File: config.mk
export PLATFORM = sky130hd
export DESIGN_NAME = exec_bypass_stage
export DESIGN_NICKNAME = d
export VERILOG_FILES = /design/src/rtl/fwd_pkg.sv /design/src/rtl/bypass_pick.sv /design/src/rtl/bypass_mux.sv /design/src/rtl/bypass_core.sv /design/src/rtl/exec_bypass_stage.sv
export SDC_FILE = /design/constraint.sdc
export NUM_CORES = 1
export LEC_CHECK = 0
export BUFFER_PORTS_ARGS = -buffer_cell sky130_fd_sc_hd__buf_2
export CORE_ASPECT_RATIO = 0.7
export CORE_MARGIN = 4
export CORE_UTILIZATION = 53
export DETAILED_ROUTE_END_ITERATION = 7
export GPL_TIMING_DRIVEN = 1
export PLACE_DENSITY = 0.87
export SYNTH_ARGS = -nofsm -noshare
export SYNTH_HDL_FRONTEND = slang
export SYNTH_SLANG_ARGS = --single-unit
File: constraint.sdc
create_clock -name clk -period 4.4 [get_ports clk]
set_input_delay 0.22 -clock clk [delete_from_list [all_inputs] [get_ports clk]]
set_output_delay 0.22 -clock clk [all_outputs]
set_load 0.02 [all_outputs]
File: src/rtl/fwd_pkg.sv
package fwd_pkg;

  localparam int REG_W = 5;

  typedef enum logic [1:0] {
    SEL_IDEX = 2'b00,
    SEL_MEM  = 2'b01,
    SEL_WB   = 2'b10
  } fwd_sel_e;

  // A producing stage qualifies when it writes a non-zero register that matches.
  function automatic logic stage_hit(
    input logic [REG_W-1:0] src,
    input logic [REG_W-1:0] dst,
    input logic             wen
  );
    return wen && (src != '0) && (src == dst);
  endfunction

  // Youngest producer first: MEM over WB over the decode/execute value.
  function automatic fwd_sel_e resolve(input logic mem_hit, input logic wb_hit);
    if (mem_hit)     return SEL_MEM;
    else if (wb_hit) return SEL_WB;
    else             return SEL_IDEX;
  endfunction

endpackage

File: src/rtl/bypass_pick.sv
module bypass_pick
  import fwd_pkg::*;
(
  input  logic [REG_W-1:0] src,
  input  logic [REG_W-1:0] mem_dst,
  input  logic             mem_wen,
  input  logic [REG_W-1:0] wb_dst,
  input  logic             wb_wen,
  output logic             mem_hit,
  output logic             wb_hit,
  output fwd_sel_e         sel
);

  always_comb begin
    mem_hit = stage_hit(src, mem_dst, mem_wen);
    wb_hit  = stage_hit(src, wb_dst, wb_wen);
    sel     = resolve(mem_hit, wb_hit);
  end

endmodule

File: src/rtl/bypass_mux.sv
module bypass_mux
  import fwd_pkg::*;
#(
  parameter int W = 32
) (
  input  fwd_sel_e       sel,
  input  logic [W-1:0]   idex_val,
  input  logic [W-1:0]   mem_val,
  input  logic [W-1:0]   wb_val,
  output logic [W-1:0]   y
);

  always_comb begin
    unique case (sel)
      SEL_MEM: y = mem_val;
      SEL_WB:  y = wb_val;
      default: y = idex_val;
    endcase
  end

endmodule

File: src/rtl/bypass_core.sv
module bypass_core
  import fwd_pkg::*;
#(
  parameter int W     = 32,
  parameter int N_OPS = 2
) (
  input  logic [N_OPS-1:0][REG_W-1:0] src,
  input  logic [N_OPS-1:0][W-1:0]     idex_val,
  input  logic [REG_W-1:0]            mem_dst,
  input  logic                        mem_wen,
  input  logic [W-1:0]                mem_res,
  input  logic [REG_W-1:0]            wb_dst,
  input  logic                        wb_wen,
  input  logic [W-1:0]                wb_res,
  output logic [N_OPS-1:0][W-1:0]     op,
  output logic [N_OPS-1:0][1:0]       sel,
  output logic [N_OPS-1:0]            mem_hit,
  output logic [N_OPS-1:0]            wb_hit
);

  for (genvar g = 0; g < N_OPS; g++) begin : g_op
    fwd_sel_e sel_e;

    bypass_pick u_pick (
      .src     (src[g]),
      .mem_dst (mem_dst),
      .mem_wen (mem_wen),
      .wb_dst  (wb_dst),
      .wb_wen  (wb_wen),
      .mem_hit (mem_hit[g]),
      .wb_hit  (wb_hit[g]),
      .sel     (sel_e)
    );

    bypass_mux #(.W(W)) u_mux (
      .sel      (sel_e),
      .idex_val (idex_val[g]),
      .mem_val  (mem_res),
      .wb_val   (wb_res),
      .y        (op[g])
    );

    assign sel[g] = sel_e;
  end

endmodule

File: src/rtl/exec_bypass_stage.sv
module exec_bypass_stage
  import fwd_pkg::*;
#(
  parameter int W = 32
) (
  input  logic             clk,
  input  logic             rst_n,
  input  logic [REG_W-1:0] in_src_a,
  input  logic [REG_W-1:0] in_src_b,
  input  logic [W-1:0]     in_val_a,
  input  logic [W-1:0]     in_val_b,
  input  logic [REG_W-1:0] in_mem_dst,
  input  logic             in_mem_wen,
  input  logic [W-1:0]     in_mem_res,
  input  logic [REG_W-1:0] in_wb_dst,
  input  logic             in_wb_wen,
  input  logic [W-1:0]     in_wb_res,
  output logic [W-1:0]     out_op_a,
  output logic [W-1:0]     out_op_b,
  output logic [1:0]       out_sel_a,
  output logic [1:0]       out_sel_b
);

  localparam int N_OPS = 2;

  // Captured stage fields
  logic [REG_W-1:0] r_src_a, r_src_b, r_mem_dst, r_wb_dst;
  logic [W-1:0]     r_val_a, r_val_b, r_mem_res, r_wb_res;
  logic             r_mem_wen, r_wb_wen;

  always_ff @(posedge clk or negedge rst_n) begin
    if (!rst_n) begin
      r_src_a   <= '0;
      r_src_b   <= '0;
      r_val_a   <= '0;
      r_val_b   <= '0;
      r_mem_dst <= '0;
      r_mem_wen <= 1'b0;
      r_mem_res <= '0;
      r_wb_dst  <= '0;
      r_wb_wen  <= 1'b0;
      r_wb_res  <= '0;
    end else begin
      r_src_a   <= in_src_a;
      r_src_b   <= in_src_b;
      r_val_a   <= in_val_a;
      r_val_b   <= in_val_b;
      r_mem_dst <= in_mem_dst;
      r_mem_wen <= in_mem_wen;
      r_mem_res <= in_mem_res;
      r_wb_dst  <= in_wb_dst;
      r_wb_wen  <= in_wb_wen;
      r_wb_res  <= in_wb_res;
    end
  end

  logic [N_OPS-1:0][W-1:0] op_vec;
  logic [N_OPS-1:0][1:0]   sel_vec;
  logic [N_OPS-1:0]        mem_hit_vec, wb_hit_vec;

  // Named internal events for the checker
  logic a_mem_hit, a_wb_hit, b_mem_hit, b_wb_hit;

  bypass_core #(.W(W), .N_OPS(N_OPS)) u_core (
    .src      ({r_src_b, r_src_a}),
    .idex_val ({r_val_b, r_val_a}),
    .mem_dst  (r_mem_dst),
    .mem_wen  (r_mem_wen),
    .mem_res  (r_mem_res),
    .wb_dst   (r_wb_dst),
    .wb_wen   (r_wb_wen),
    .wb_res   (r_wb_res),
    .op       (op_vec),
    .sel      (sel_vec),
    .mem_hit  (mem_hit_vec),
    .wb_hit   (wb_hit_vec)
  );

  assign out_op_a  = op_vec[0];
  assign out_op_b  = op_vec[1];
  assign out_sel_a = sel_vec[0];
  assign out_sel_b = sel_vec[1];
  assign a_mem_hit = mem_hit_vec[0];
  assign a_wb_hit  = wb_hit_vec[0];
  assign b_mem_hit = mem_hit_vec[1];
  assign b_wb_hit  = wb_hit_vec[1];

endmodule

==> flow_metrics.env <==
export IMPL_status="finished, final reports clean"
export IMPL_crit_start="r_src_a[2]"
export IMPL_drt_iter0_markers=651
export IMPL_cts_made_buffers=17
export IMPL_wl_per_cell_um=22.93
export IMPL_tritoncts="built"
export IMPL_initial_core_util_pct=55.33
export IMPL_cts_sinks=150
export IMPL_io_pin_count=220
export IMPL_hold_ws_ns=0.4267
export IMPL_finalCriticalPeriod_ns=3.536
export IMPL_p_total_w=0.003488
export IMPL_drt_wl_total_um=23820
export IMPL_cp_required_ns=4.18
export IMPL_route_detailed_drc=0
export IMPL_max_slew_margin_pct=17.30
export IMPL_vias=6380
export IMPL_dieWidth_um=133.2
export IMPL_grt_first_pass_wirelength_um=36470
export IMPL_yosys_area_top_type="dfrtp_1"
export IMPL_vias_per_cell=6.141
export IMPL_grt_pass1_vias=6755
export IMPL_htree_num_levels=4
export IMPL_synth_top_family_by_area="compound AO/OA/AOI/OAI gates"
export IMPL_finalCritPeriodShare_pct=80.37
export IMPL_clock_path_buffers=2
export IMPL_p_leak_nw=4.087
export IMPL_syn_inst=525
export IMPL_rsz0062_at_grt="no"
export IMPL_grt_usage_pct=38.12
export IMPL_netlist_area_um2=5816
export IMPL_final_cell_mix="218 x buf_2, 151 x dlygate4sd3_1, 150 x dfrtp_1"
export IMPL_hp_class="input port to flop"
export IMPL_synth_fa_ha_area_share_pct=0
export IMPL_layout_drive_gt1_share_pct=30.34
export IMPL_layout_setup_ws_ns=0.8635
export IMPL_grt_max_degree=106
export IMPL_first_pass_iters=5
export IMPL_yosys_area_share_simple_pct=13.06
export IMPL_ys_seq_area_share_pct=64.54
export IMPL_portBuffers=219
export IMPL_core_um2=10510
export IMPL_syn_to_final_growth_pct=56.54
export IMPL_gp_congestion=0.9286
export IMPL_power_density_nw_per_um2=383.1
export IMPL_post_place_ws_ns=1.429
export IMPL_worstMarginPinSlew_ns=1.241
export IMPL_async_reset_ff_share_pct=100.0
export IMPL_crit_end="out_sel_a[1]"
export IMPL_synth_net_count=677
export IMPL_synth_compound_gate_area_share_pct=13.51
export IMPL_path_clk_slew_ns=0.07
export IMPL_fin_setup_tns_ns=0
export IMPL_grt_overflow=0
export IMPL_avgSynthCellArea_um2=11.08
export IMPL_final_util_pct=86.61
export IMPL_worstHoldStart="in_wb_res[8]"
export IMPL_cp_max_fo=33
export IMPL_peakVddDrop_v=0.0003022
export IMPL_synthFlopType="dfrtp_1"
export IMPL_postRouteAntennaNets=0
export IMPL_hpwl_um=12500
export IMPL_synth_edff_count=0
export IMPL_endpoint_kind="primary output"
export IMPL_final_common_cell="buf_2"
export IMPL_arrival_ns=3.32
export IMPL_yosys_mux_area_fraction_pct=0
export IMPL_setup_viol=0
export IMPL_antenna_found_initial=0
export IMPL_critical_path_class="flop to primary output"
export IMPL_ys_warnings_count=0
export IMPL_ys_types=22
export IMPL_hold_violations=0
export IMPL_synth_area_leaders="dfrtp_1 65%, a31oi_1 6.8%, nor3_1 5.7%"
export IMPL_die_area_um2=12740
export IMPL_synth_xor_area_share_pct=3.012
export IMPL_fmax_mhz=282.8
export IMPL_ys_ff_latch=150
export IMPL_rows=31
export IMPL_cts_root_buffer_cell="clkbuf_16"
export IMPL_slew_violations=0
export IMPL_crit_path_start_kind="flop"
export IMPL_synth_top_cell_area_share_pct=64.54
export IMPL_die_y_um=95.64
export IMPL_nets=1029
export IMPL_cap_violations=0
-- critical path: stages, from the launching register on --
cell and delay [ns]:
dfrtp_1 0.44, or4_4 0.60, o211ai_4 0.17, buf_4 0.41
or2_2 0.68, inv_1 0.16, nor3_1 0.22, buf_2 0.20
-- through the flow --
step	cells	cell area (µm²)
6_report	1039	9104
5_1_grt	1038	9101
4_1_cts	1038	9101
3_5_place_dp	855	7005
3_3_place_gp	855	7005
2_1_floorplan	525	5816
-- flip-flops by register name, summed over array words and instances (netlist names) --
name / cells
r_mem_res: 32
r_val_a: 32
r_val_b: 32
r_wb_res: 32
r_mem_dst: 5
r_src_a: 5
r_src_b: 5
r_wb_dst: 5
r_mem_wen: 1
r_wb_wen: 1
-- layout make-up --
cell class	count	area [µm²]
repair buffers	382	2704
clock inverters	14	155.1
inverters	34	127.6
diodes	1	2.502
well taps	148	185.2
flip-flops and latches	150	3754
multi-input cells	292	1747
clock buffers	18	429.2
fillers	465	1408
-- Yosys cell counts, types with 2 or more instances --
library cell    n
nor3_1         66
clkbuf_2        2
dfrtp_1       150
or4_4           2
buf_2          16
buf_4           2
o211ai_2        4
xnor2_1        20
o21ai_0        63
nand4_1         4
or3_1          32
nand3_1        32
clkbuf_1       29
a31oi_1        63
inv_1          33
-- report_power, final --
| group | internal, W | switching (W) |
|---|---|---|
| Clock | 0.000809 | 0.000663 |
| Sequential | 0.00145 | 0.0000477 |
| Combinational | 0.000221 | 0.000298 |
-- worst min path at each step --
| stage | cells after the start | end |
|---|---|---|
| final | 2 | r_wb_res[8] |
| after global routing | 2 | r_val_b[27] |
| after detailed placement | 1 | r_val_a[3] |
| after floorplan | 0 | r_mem_dst[0] |
| after global placement | 1 | r_wb_res[0] |
| after CTS | 2 | r_wb_res[8] |
-- routing by layer --
metal  vias up  global-route usage, %  wire length, µm
li1       2575                      -                -
met5         -                      0                0
met1      3013                  43.88             8249
met2       624                  63.98            11290
met3       168                  10.18             2723
met4         0                  25.26             1562
-- kinds of logic after synthesis --
family | after synthesis
buf+inv | 83
flops | 150
xor+xnor | 20
simple gates | 139
compound gates | 133
-- repair_timing --
item	CTS	global route
buffers inserted	0	0
setup endpoints to repair	0	0
resized for setup	0	0
hold endpoints to repair	254	0
hold buffers	151	0
Power figures use the tool's default switching activity.
